File: src/rtl/slp_pwr_pkg.sv
// Shared types for the sleep and clock gating controller.
// Assumes: the sleep select codes listed below are fixed by software convention.
package slp_pwr_pkg;

    typedef enum logic [2:0] {
        SM_IDLE  = 3'b000,
        SM_PDOWN = 3'b010,
        SM_PSAVE = 3'b011,
        SM_STBY  = 3'b110
    } sleep_mode_e;

    typedef enum logic [1:0] {
        ST_AWAKE  = 2'd0,
        ST_SLEEP  = 2'd1,
        ST_WAKING = 2'd2
    } pwr_state_e;

    typedef struct packed {
        logic cpu;
        logic io;
        logic lpt;
        logic main_osc;
        logic lpt_osc;
    } dom_en_t;

    localparam int STBY_WAKE_CYC = 6;

endpackage

File: src/rtl/slp_mode_decode.sv
// Turns the raw select field into a validated sleep mode.
// Assumes: Standby is legal only when an external crystal is configured;
// any code without a mode gives valid = 0.
module slp_mode_decode
    import slp_pwr_pkg::*;
(
    input  logic [2:0]  sel,
    input  logic        xtal,
    output logic        valid,
    output sleep_mode_e mode
);

    // Map each select code onto a mode and say whether it may be entered.
    always_comb begin
        valid = 1'b0;
        mode  = SM_IDLE;
        case (sel)
            3'b000: begin valid = 1'b1; mode = SM_IDLE;  end
            3'b010: begin valid = 1'b1; mode = SM_PDOWN; end
            3'b011: begin valid = 1'b1; mode = SM_PSAVE; end
            3'b110: begin valid = xtal; mode = SM_STBY;  end
            default: begin valid = 1'b0; mode = SM_IDLE; end
        endcase
    end

endmodule

File: src/rtl/slp_seq.sv
// Sleep sequencer: awake -> sleep -> waking -> awake.
// Holds the latched mode and the wake-latency counter, and emits wake_done.
// Assumes: every latency parameter is at least 1.
module slp_seq
    import slp_pwr_pkg::*;
#(
    parameter int IDLE_WAKE_CYC = 2,
    parameter int DEEP_WAKE_CYC = 16
) (
    input  logic        clk,
    input  logic        rst_n,
    input  logic        sleep_strobe,
    input  logic        sleep_en,
    input  logic        dec_valid,
    input  sleep_mode_e dec_mode,
    input  logic        wake_req,
    output pwr_state_e  state,
    output sleep_mode_e mode_q,
    output logic        wake_done
);

    localparam int MAX_A   = (IDLE_WAKE_CYC > DEEP_WAKE_CYC) ? IDLE_WAKE_CYC : DEEP_WAKE_CYC;
    localparam int MAX_LAT = (MAX_A > STBY_WAKE_CYC) ? MAX_A : STBY_WAKE_CYC;
    localparam int CW      = $clog2(MAX_LAT + 1);

    logic [CW-1:0] cnt;
    logic [CW-1:0] lat_sel;

    initial begin
        if (IDLE_WAKE_CYC < 1 || DEEP_WAKE_CYC < 1)
            $error("wake latencies must be at least 1");
    end

    // Pick the wake latency that belongs to the latched mode.
    always_comb begin
        case (mode_q)
            SM_IDLE: lat_sel = CW'(IDLE_WAKE_CYC);
            SM_STBY: lat_sel = CW'(STBY_WAKE_CYC);
            default: lat_sel = CW'(DEEP_WAKE_CYC);
        endcase
    end

    // State register, mode latch, latency countdown and done pulse.
    always_ff @(posedge clk) begin
        if (!rst_n) begin
            state     <= ST_AWAKE;
            mode_q    <= SM_IDLE;
            cnt       <= '0;
            wake_done <= 1'b0;
        end else begin
            wake_done <= 1'b0;
            case (state)
                ST_AWAKE: begin
                    if (sleep_strobe && sleep_en && dec_valid) begin
                        state  <= ST_SLEEP;
                        mode_q <= dec_mode;
                    end
                end
                ST_SLEEP: begin
                    if (wake_req) begin
                        state <= ST_WAKING;
                        cnt   <= lat_sel - CW'(1);
                    end
                end
                ST_WAKING: begin
                    if (cnt == '0) begin
                        state     <= ST_AWAKE;
                        wake_done <= 1'b1;
                    end else begin
                        cnt <= cnt - CW'(1);
                    end
                end
                default: state <= ST_AWAKE;
            endcase
        end
    end

    // without sleep_en the strobe never leads to sleep
    a_r1_strobe_needs_en: assert property (@(posedge clk) disable iff (!rst_n)
        (state == ST_AWAKE && !sleep_en) |=> (state != ST_SLEEP));

    // the countdown steps by one and keeps the controller waking
    a_r8_count_steps: assert property (@(posedge clk) disable iff (!rst_n)
        (state == ST_WAKING && cnt != '0) |=> (state == ST_WAKING && cnt == $past(cnt) - CW'(1)));

    // wake_done lasts a single cycle
    a_r8_done_single: assert property (@(posedge clk) disable iff (!rst_n)
        wake_done |=> !wake_done);

endmodule

File: src/rtl/slp_mode_policy.sv
// Per-mode policy: domain/oscillator enables and wake-source qualification.
// Assumes: ext_level marks lines configured as level-triggered; edge lines
// are honoured only in Idle.
module slp_mode_policy
    import slp_pwr_pkg::*;
#(
    parameter int NEXT = 2
) (
    input  pwr_state_e  state,
    input  sleep_mode_e mode_q,
    input  logic        lpt_async,
    input  logic        lpt_evt,
    input  logic        lpt_ie,
    input  logic        gie,
    input  logic [NEXT-1:0] ext_req,
    input  logic [NEXT-1:0] ext_level,
    output dom_en_t     en,
    output logic        wake_req
);

    logic            tmr_live;
    logic [NEXT-1:0] ext_ok;

    // Decide enables and which wake sources count in the current state.
    always_comb begin
        en.cpu      = 1'b1;
        en.io       = 1'b1;
        en.lpt      = 1'b1;
        en.main_osc = 1'b1;
        en.lpt_osc  = lpt_async;
        tmr_live    = 1'b0;
        ext_ok      = '0;
        if (state == ST_SLEEP) begin
            case (mode_q)
                SM_IDLE: begin
                    en.cpu   = 1'b0;
                    tmr_live = 1'b1;
                    ext_ok   = ext_req;
                end
                SM_PSAVE: begin
                    en.cpu      = 1'b0;
                    en.io       = 1'b0;
                    en.lpt      = !lpt_async;
                    en.main_osc = !lpt_async;
                    en.lpt_osc  = lpt_async;
                    tmr_live    = 1'b1;
                    ext_ok      = ext_req & ext_level;
                end
                SM_STBY: begin
                    en.cpu      = 1'b0;
                    en.io       = 1'b0;
                    en.lpt      = 1'b0;
                    en.main_osc = 1'b1;
                    en.lpt_osc  = 1'b0;
                    ext_ok      = ext_req & ext_level;
                end
                default: begin
                    en.cpu      = 1'b0;
                    en.io       = 1'b0;
                    en.lpt      = 1'b0;
                    en.main_osc = 1'b0;
                    en.lpt_osc  = 1'b0;
                    ext_ok      = ext_req & ext_level;
                end
            endcase
        end
        wake_req = gie && ((tmr_live && lpt_evt && lpt_ie) || (|ext_ok));
    end

endmodule

File: src/rtl/slp_prr.sv
// Power-reduction register with per-peripheral clock gating and access blocking.
// Assumes: a gated peripheral holds its state because its clock stops; this
// block only withholds the clock, read data and write strobes.
module slp_prr #(
    parameter int NPER = 8,
    parameter int DW   = 8,
    localparam int IW  = (NPER > 1) ? $clog2(NPER) : 1
) (
    input  logic            clk,
    input  logic            rst_n,
    input  logic            pr_wr,
    input  logic [NPER-1:0] pr_wdata,
    input  logic            io_clk_en,
    input  logic [IW-1:0]   acc_idx,
    input  logic            acc_rd,
    input  logic            acc_wr,
    input  logic [NPER*DW-1:0] per_rdata,
    output logic [NPER-1:0] pr_clk_en,
    output logic [DW-1:0]   acc_rdata,
    output logic [NPER-1:0] per_wr
);

    logic [NPER-1:0] pr_q;
    logic [DW-1:0]   rd_sel [NPER];

    // Power-reduction register, cleared at reset.
    always_ff @(posedge clk) begin
        if (!rst_n) pr_q <= '0;
        else if (pr_wr) pr_q <= pr_wdata;
    end

    // One gate per peripheral: clock enable, write strobe, read slice.
    for (genvar g = 0; g < NPER; g++) begin : g_per
        assign pr_clk_en[g] = io_clk_en & ~pr_q[g];
        assign per_wr[g]    = acc_wr && (acc_idx == IW'(g)) && !pr_q[g];
        assign rd_sel[g]    = pr_q[g] ? '0 : per_rdata[g*DW +: DW];
    end

    // Return the selected peripheral's (possibly blanked) read data.
    always_comb begin
        acc_rdata = '0;
        if (acc_rd && (int'(acc_idx) < NPER)) acc_rdata = rd_sel[acc_idx];
    end

    // a gated peripheral never sees a write strobe
    a_r10_no_gated_write: assert property (@(posedge clk) disable iff (!rst_n)
        (int'(acc_idx) < NPER && pr_q[acc_idx]) |-> !per_wr[acc_idx]);

endmodule

File: src/rtl/slp_pwr_ctrl.sv
// Top of the sleep and clock gating controller. Wires decode, sequencer,
// mode policy and power-reduction gating together.
// Assumes: all inputs are synchronous to clk.
module slp_pwr_ctrl
    import slp_pwr_pkg::*;
#(
    parameter int NEXT          = 2,
    parameter int NPER          = 8,
    parameter int DW            = 8,
    parameter int IDLE_WAKE_CYC = 2,
    parameter int DEEP_WAKE_CYC = 16,
    localparam int IW           = (NPER > 1) ? $clog2(NPER) : 1
) (
    input  logic               clk,
    input  logic               rst_n,
    input  logic [2:0]         sleep_sel,
    input  logic               sleep_en,
    input  logic               sleep_strobe,
    input  logic               xtal_cfg,
    input  logic               lpt_async,
    input  logic               lpt_evt,
    input  logic               lpt_ie,
    input  logic               gie,
    input  logic [NEXT-1:0]    ext_req,
    input  logic [NEXT-1:0]    ext_level,
    input  logic               pr_wr,
    input  logic [NPER-1:0]    pr_wdata,
    input  logic [IW-1:0]      acc_idx,
    input  logic               acc_rd,
    input  logic               acc_wr,
    input  logic [NPER*DW-1:0] per_rdata,
    output logic               cpu_clk_en,
    output logic               io_clk_en,
    output logic               lpt_clk_en,
    output logic               main_osc_en,
    output logic               lpt_osc_en,
    output logic               sleeping,
    output logic               wake_done,
    output logic [NPER-1:0]    pr_clk_en,
    output logic [DW-1:0]      acc_rdata,
    output logic [NPER-1:0]    per_wr
);

    logic        dec_valid;
    sleep_mode_e dec_mode;
    sleep_mode_e mode_q;
    pwr_state_e  state;
    dom_en_t     en;
    logic        wake_req;

    slp_mode_decode u_dec (
        .sel   (sleep_sel),
        .xtal  (xtal_cfg),
        .valid (dec_valid),
        .mode  (dec_mode)
    );

    slp_seq #(
        .IDLE_WAKE_CYC (IDLE_WAKE_CYC),
        .DEEP_WAKE_CYC (DEEP_WAKE_CYC)
    ) u_seq (
        .clk          (clk),
        .rst_n        (rst_n),
        .sleep_strobe (sleep_strobe),
        .sleep_en     (sleep_en),
        .dec_valid    (dec_valid),
        .dec_mode     (dec_mode),
        .wake_req     (wake_req),
        .state        (state),
        .mode_q       (mode_q),
        .wake_done    (wake_done)
    );

    slp_mode_policy #(.NEXT(NEXT)) u_pol (
        .state     (state),
        .mode_q    (mode_q),
        .lpt_async (lpt_async),
        .lpt_evt   (lpt_evt),
        .lpt_ie    (lpt_ie),
        .gie       (gie),
        .ext_req   (ext_req),
        .ext_level (ext_level),
        .en        (en),
        .wake_req  (wake_req)
    );

    // CPU clock also waits out the wake latency; other enables come from policy.
    assign cpu_clk_en  = en.cpu && (state == ST_AWAKE);
    assign io_clk_en   = en.io;
    assign lpt_clk_en  = en.lpt;
    assign main_osc_en = en.main_osc;
    assign lpt_osc_en  = en.lpt_osc;
    assign sleeping    = (state == ST_SLEEP);

    slp_prr #(.NPER(NPER), .DW(DW)) u_prr (
        .clk       (clk),
        .rst_n     (rst_n),
        .pr_wr     (pr_wr),
        .pr_wdata  (pr_wdata),
        .io_clk_en (io_clk_en),
        .acc_idx   (acc_idx),
        .acc_rd    (acc_rd),
        .acc_wr    (acc_wr),
        .per_rdata (per_rdata),
        .pr_clk_en (pr_clk_en),
        .acc_rdata (acc_rdata),
        .per_wr    (per_wr)
    );

    // the CPU clock is off whenever the controller is not fully awake
    a_r8_cpu_off_until_awake: assert property (@(posedge clk) disable iff (!rst_n)
        (state != ST_AWAKE) |-> !cpu_clk_en);

    // no peripheral clock runs while the io domain is stopped
    a_r9_pr_follows_io: assert property (@(posedge clk) disable iff (!rst_n)
        !io_clk_en |-> (pr_clk_en == '0));

    // Standby keeps the main oscillator but stops the io domain
    a_r5_standby_osc: assert property (@(posedge clk) disable iff (!rst_n)
        (sleeping && mode_q == SM_STBY) |-> (main_osc_en && !io_clk_en && !lpt_osc_en));

    // Power-down leaves every oscillator off
    a_r3_pdown_dark: assert property (@(posedge clk) disable iff (!rst_n)
        (sleeping && mode_q == SM_PDOWN) |-> (!main_osc_en && !lpt_osc_en && !lpt_clk_en));

endmodule

File: config.mk
export PLATFORM = sky130hd
export DESIGN_NAME = slp_pwr_ctrl
export DESIGN_NICKNAME = d
export VERILOG_FILES = /design/src/rtl/slp_pwr_pkg.sv /design/src/rtl/slp_mode_decode.sv /design/src/rtl/slp_seq.sv /design/src/rtl/slp_mode_policy.sv /design/src/rtl/slp_prr.sv /design/src/rtl/slp_pwr_ctrl.sv
export SDC_FILE = /design/constraint.sdc
export NUM_CORES = 1
export LEC_CHECK = 0
export BUFFER_PORTS_ARGS = -buffer_cell sky130_fd_sc_hd__buf_2
export CELL_PAD_IN_SITES_DETAIL_PLACEMENT = 0
export CELL_PAD_IN_SITES_GLOBAL_PLACEMENT = 1
export CORE_MARGIN = 5
export CORE_UTILIZATION = 25
export DETAILED_ROUTE_END_ITERATION = 6
export PLACE_DENSITY = 0.84
export SYNTH_ARGS = -nofsm -noshare
export SYNTH_HDL_FRONTEND = slang
export SYNTH_HIERARCHICAL = 1
export SYNTH_SLANG_ARGS = --single-unit
File: constraint.sdc
create_clock -name clk -period 1.9 [get_ports clk]
set_input_delay 0.095 -clock clk [delete_from_list [all_inputs] [get_ports clk]]
set_output_delay 0.095 -clock clk [all_outputs]
set_load 0.03 [all_outputs]
==> flow_metrics.env <==
export IMPL_place_inst=464
export IMPL_drc=0
export IMPL_core_area_mm2=0.00718
export IMPL_grt_pass1_wl_um=10600
export IMPL_io_pins=125
export IMPL_drv_cap=0
export IMPL_overflow=0
export IMPL_nNetsFinal=469
export IMPL_vias=2378
export IMPL_ant_nets=0
export IMPL_period_minus_slack_ns=1.88
export IMPL_rsz0062_at_grt="true"
export IMPL_num_antenna_cells=0
export IMPL_ir_worst_vdd_mv=0.233
export IMPL_setup_violations=0
export IMPL_antenna_found_initial=0
export IMPL_async_flop_share=0
export IMPL_crit_type="flop to flop"
export IMPL_cts_tree="done"
export IMPL_clockRootBuffer="clkbuf_8"
export IMPL_required_ns=2.09
export IMPL_gp_congestion=0.879
export IMPL_cp_end_kind="flop"
export IMPL_drt_iter0_markers=72
export IMPL_ys_seq_area_frac=0.208
export IMPL_worst_clock_skew_ns=0.00198
export IMPL_syn_area_mm2=0.00183
export IMPL_critPathSlowestCell="dfxtp_2"
export IMPL_yosysWarnings=6
export IMPL_drive_gt1_frac=0.512
export IMPL_grtUsageTotal=0.146
export IMPL_synthesis_nets=329
export IMPL_post_drt_wl_per_cell_um=15.6
export IMPL_grt_pass1_vias=2210
export IMPL_area_growth_pct=58.5
export IMPL_crit_buf_inv=1
export IMPL_initial_core_util=0.255
export IMPL_status="finished, final reports clean"
export IMPL_port_buffers=124
export IMPL_tns_ns=0
export IMPL_cts_htree_levels=1
export IMPL_clk_latency_ns=0.26
export IMPL_path_depth=8
export IMPL_worstHoldPathCells=3
export IMPL_dieArea_mm2=0.00912
export IMPL_syn_inst=234
export IMPL_ys_ff_latch=19
export IMPL_cp_arrival_ns=2.07
export IMPL_rows=31
export IMPL_synth_edf_count=0
export IMPL_start_kind="flop"
export IMPL_postCtsHoldBufs=0
export IMPL_numCtsBuffers=3
export IMPL_max_stage_delay_ns=0.35
export IMPL_finalNonFillerCells=472
export IMPL_r2r_cells=8
export IMPL_clkSinkCount=19
export IMPL_powerDensity_mw_per_mm2=425
export IMPL_vias_per_cell=5.04
export IMPL_fp_dieW_um=95.5
export IMPL_synth_distinct_cells=53
export IMPL_clockBufferDepth=2
export IMPL_die_height_um=95.5
export IMPL_cp_max_fo=5
export IMPL_synth_flop_cell="dfxtp_1"
export IMPL_power_total_uw=1230
export IMPL_drt_wl_total_um=7380
export IMPL_syn_avg_cell_area_um2=7.81
export IMPL_worst_pin_slew_ns=0.478
export IMPL_maxClockFrequency_ghz=0.532
export IMPL_crit_path_cell_trace="buf_6, xor2_2, nor3_4, a21oi_1, ha_2, o211ai_1, mux2_4, a211oi_2"
export IMPL_relSlewSlack=0.681
export IMPL_hold_viol_final=0
export IMPL_leakagePower_uw=0.00137
export IMPL_drt_pass1_iterations=4
export IMPL_fin_crit_sh=0.989
export IMPL_grt_max_degree=29
export IMPL_hold_class="primary input to flop"
export IMPL_critPathTopFamily="compound AO/OA/AOI/OAI gates"
export IMPL_dp_hpwl_um=6030
export IMPL_drv_slew=0
export IMPL_clk_pin_slew_worst_paths_ns=0.07
-- final cells by class --
cell class | count | area, µm²
Multi-Input combinational cell | 199 | 1520
Fill cell | 737 | 4280
Timing Repair Buffer | 145 | 796
Sequential cell | 19 | 390
Inverter | 6 | 22.5
Clock buffer | 4 | 45.0
Tap cell | 99 | 124
-- cells in the mapped netlist, drive strengths merged (3+ instances only) --
| cell | number | share of area |
|---|---|---|
| dfxtp | 19 | 0.21 |
| nand2b | 12 | 0.041 |
| a22o | 6 | 0.029 |
| nand3b | 3 | 0.012 |
| o221ai | 6 | 0.029 |
| nand2 | 19 | 0.039 |
| a21oi | 7 | 0.019 |
| nand3 | 3 | 0.0082 |
| a221oi | 10 | 0.051 |
| inv | 6 | 0.012 |
| and3b | 3 | 0.015 |
| xor2 | 3 | 0.014 |
| buf | 8 | 0.031 |
| or3 | 3 | 0.011 |
| a211o | 3 | 0.014 |
| a22oi | 9 | 0.037 |
| nor3 | 12 | 0.039 |
| nor2b | 27 | 0.094 |
| nor2 | 19 | 0.043 |
| o21ai | 11 | 0.030 |
| mux2 | 3 | 0.018 |
| mux2i | 11 | 0.060 |
| or4b | 4 | 0.022 |
-- worst min-delay path: cells and delay by family --
| kind | cells | cell delay (ns) |
|---|---|---|
| simple gates | 1 | 0.09 |
| buf+inv | 1 | 0.08 |
| mux | 1 | 0.06 |
-- through the flow --
stage	hold WS [ns]	worst slack [ns]	utilization	area, µm²
after global routing	0.0848	-0.0792	0.404	2900
after detailed placement	0.363	-0.00812	0.368	2640
after floorplan	0.223	0.0277	-	1830
final	0.0901	0.0201	0.404	2900
after global placement	0.363	0.0339	0.368	2640
after CTS	0.0890	-0.00931	0.378	2710
-- logic make-up (layout without fill, tap and decap cells) --
| family | count (synthesis) | count (layout) | synth area share |
|---|---|---|---|
| simple gates | 115 | 115 | 0.365 |
| mux | 14 | 14 | 0.0787 |
| buf+inv | 16 | 155 | 0.0472 |
| compound gates | 66 | 66 | 0.280 |
| xor+xnor | 3 | 3 | 0.0144 |
| fa+ha+maj | 1 | 1 | 0.00684 |
| flops | 19 | 19 | 0.208 |
-- final timing paths --
kind,to,from,slack (ns)
max,u_seq/cnt[4],u_seq/mode_q[1],0.02
min,u_prr/pr_q[3],pr_wdata[3],0.09
max reg2reg,u_seq/cnt[4],u_seq/mode_q[1],0.02
min reg2reg,u_seq/cnt[3],u_seq/cnt[3],0.53
-- power by group --
| part | total, µW | internal (µW) | switching [µW] |
|---|---|---|---|
| Combinational | 514 | 235 | 279 |
| Sequential | 427 | 409 | 18.1 |
| Clock | 290 | 149 | 141 |
-- cell usage in the layout, fill, tap and decap left out, drive strengths merged, types with 3 or more instances in the layout --
cell type  Yosys  routed
a22o           6       6
dfxtp         19      19
a21oi          7       7
and3b          3       3
buf            8     145
nor2b         27      27
nand3          3       3
nor2          19      19
xor2           3       3
o21ai         11      11
nor3          12      12
o221ai         6       6
a221oi        10      10
a22oi          9       9
mux2i         11      11
or4b           4       4
nand2b        12      12
clkbuf         2       4
nand3b         3       3
inv            6       6
nand2         19      19
mux2           3       3
or3            3       3
a211o          3       3
-- layer usage --
layer / track usage / up-vias / wire (µm)
li1: - / 1159 / -
met1: 0.176 / 1110 / 3030
met2: 0.273 / 105 / 3550
met3: 0.0213 / 4 / 729
met4: 0.0261 / 0 / 71
met5: 0 / - / 0
-- state kept, by name, indices dropped and copies added, names as in the netlist --
signal and cells:
u_seq/state 2, u_seq/mode_q 3, u_seq/cnt 5, u_prr/pr_q 8
u_seq/wake_done 1
-- repair_timing --
item / 4_1_cts / 5_1_grt
buffers inserted: 0 / 4
resized for setup: 7 / 39
pin swaps: 3 / 10
setup endpoints to repair: 14 / 9
No activity file was read; power rests on OpenSTA's default activity.
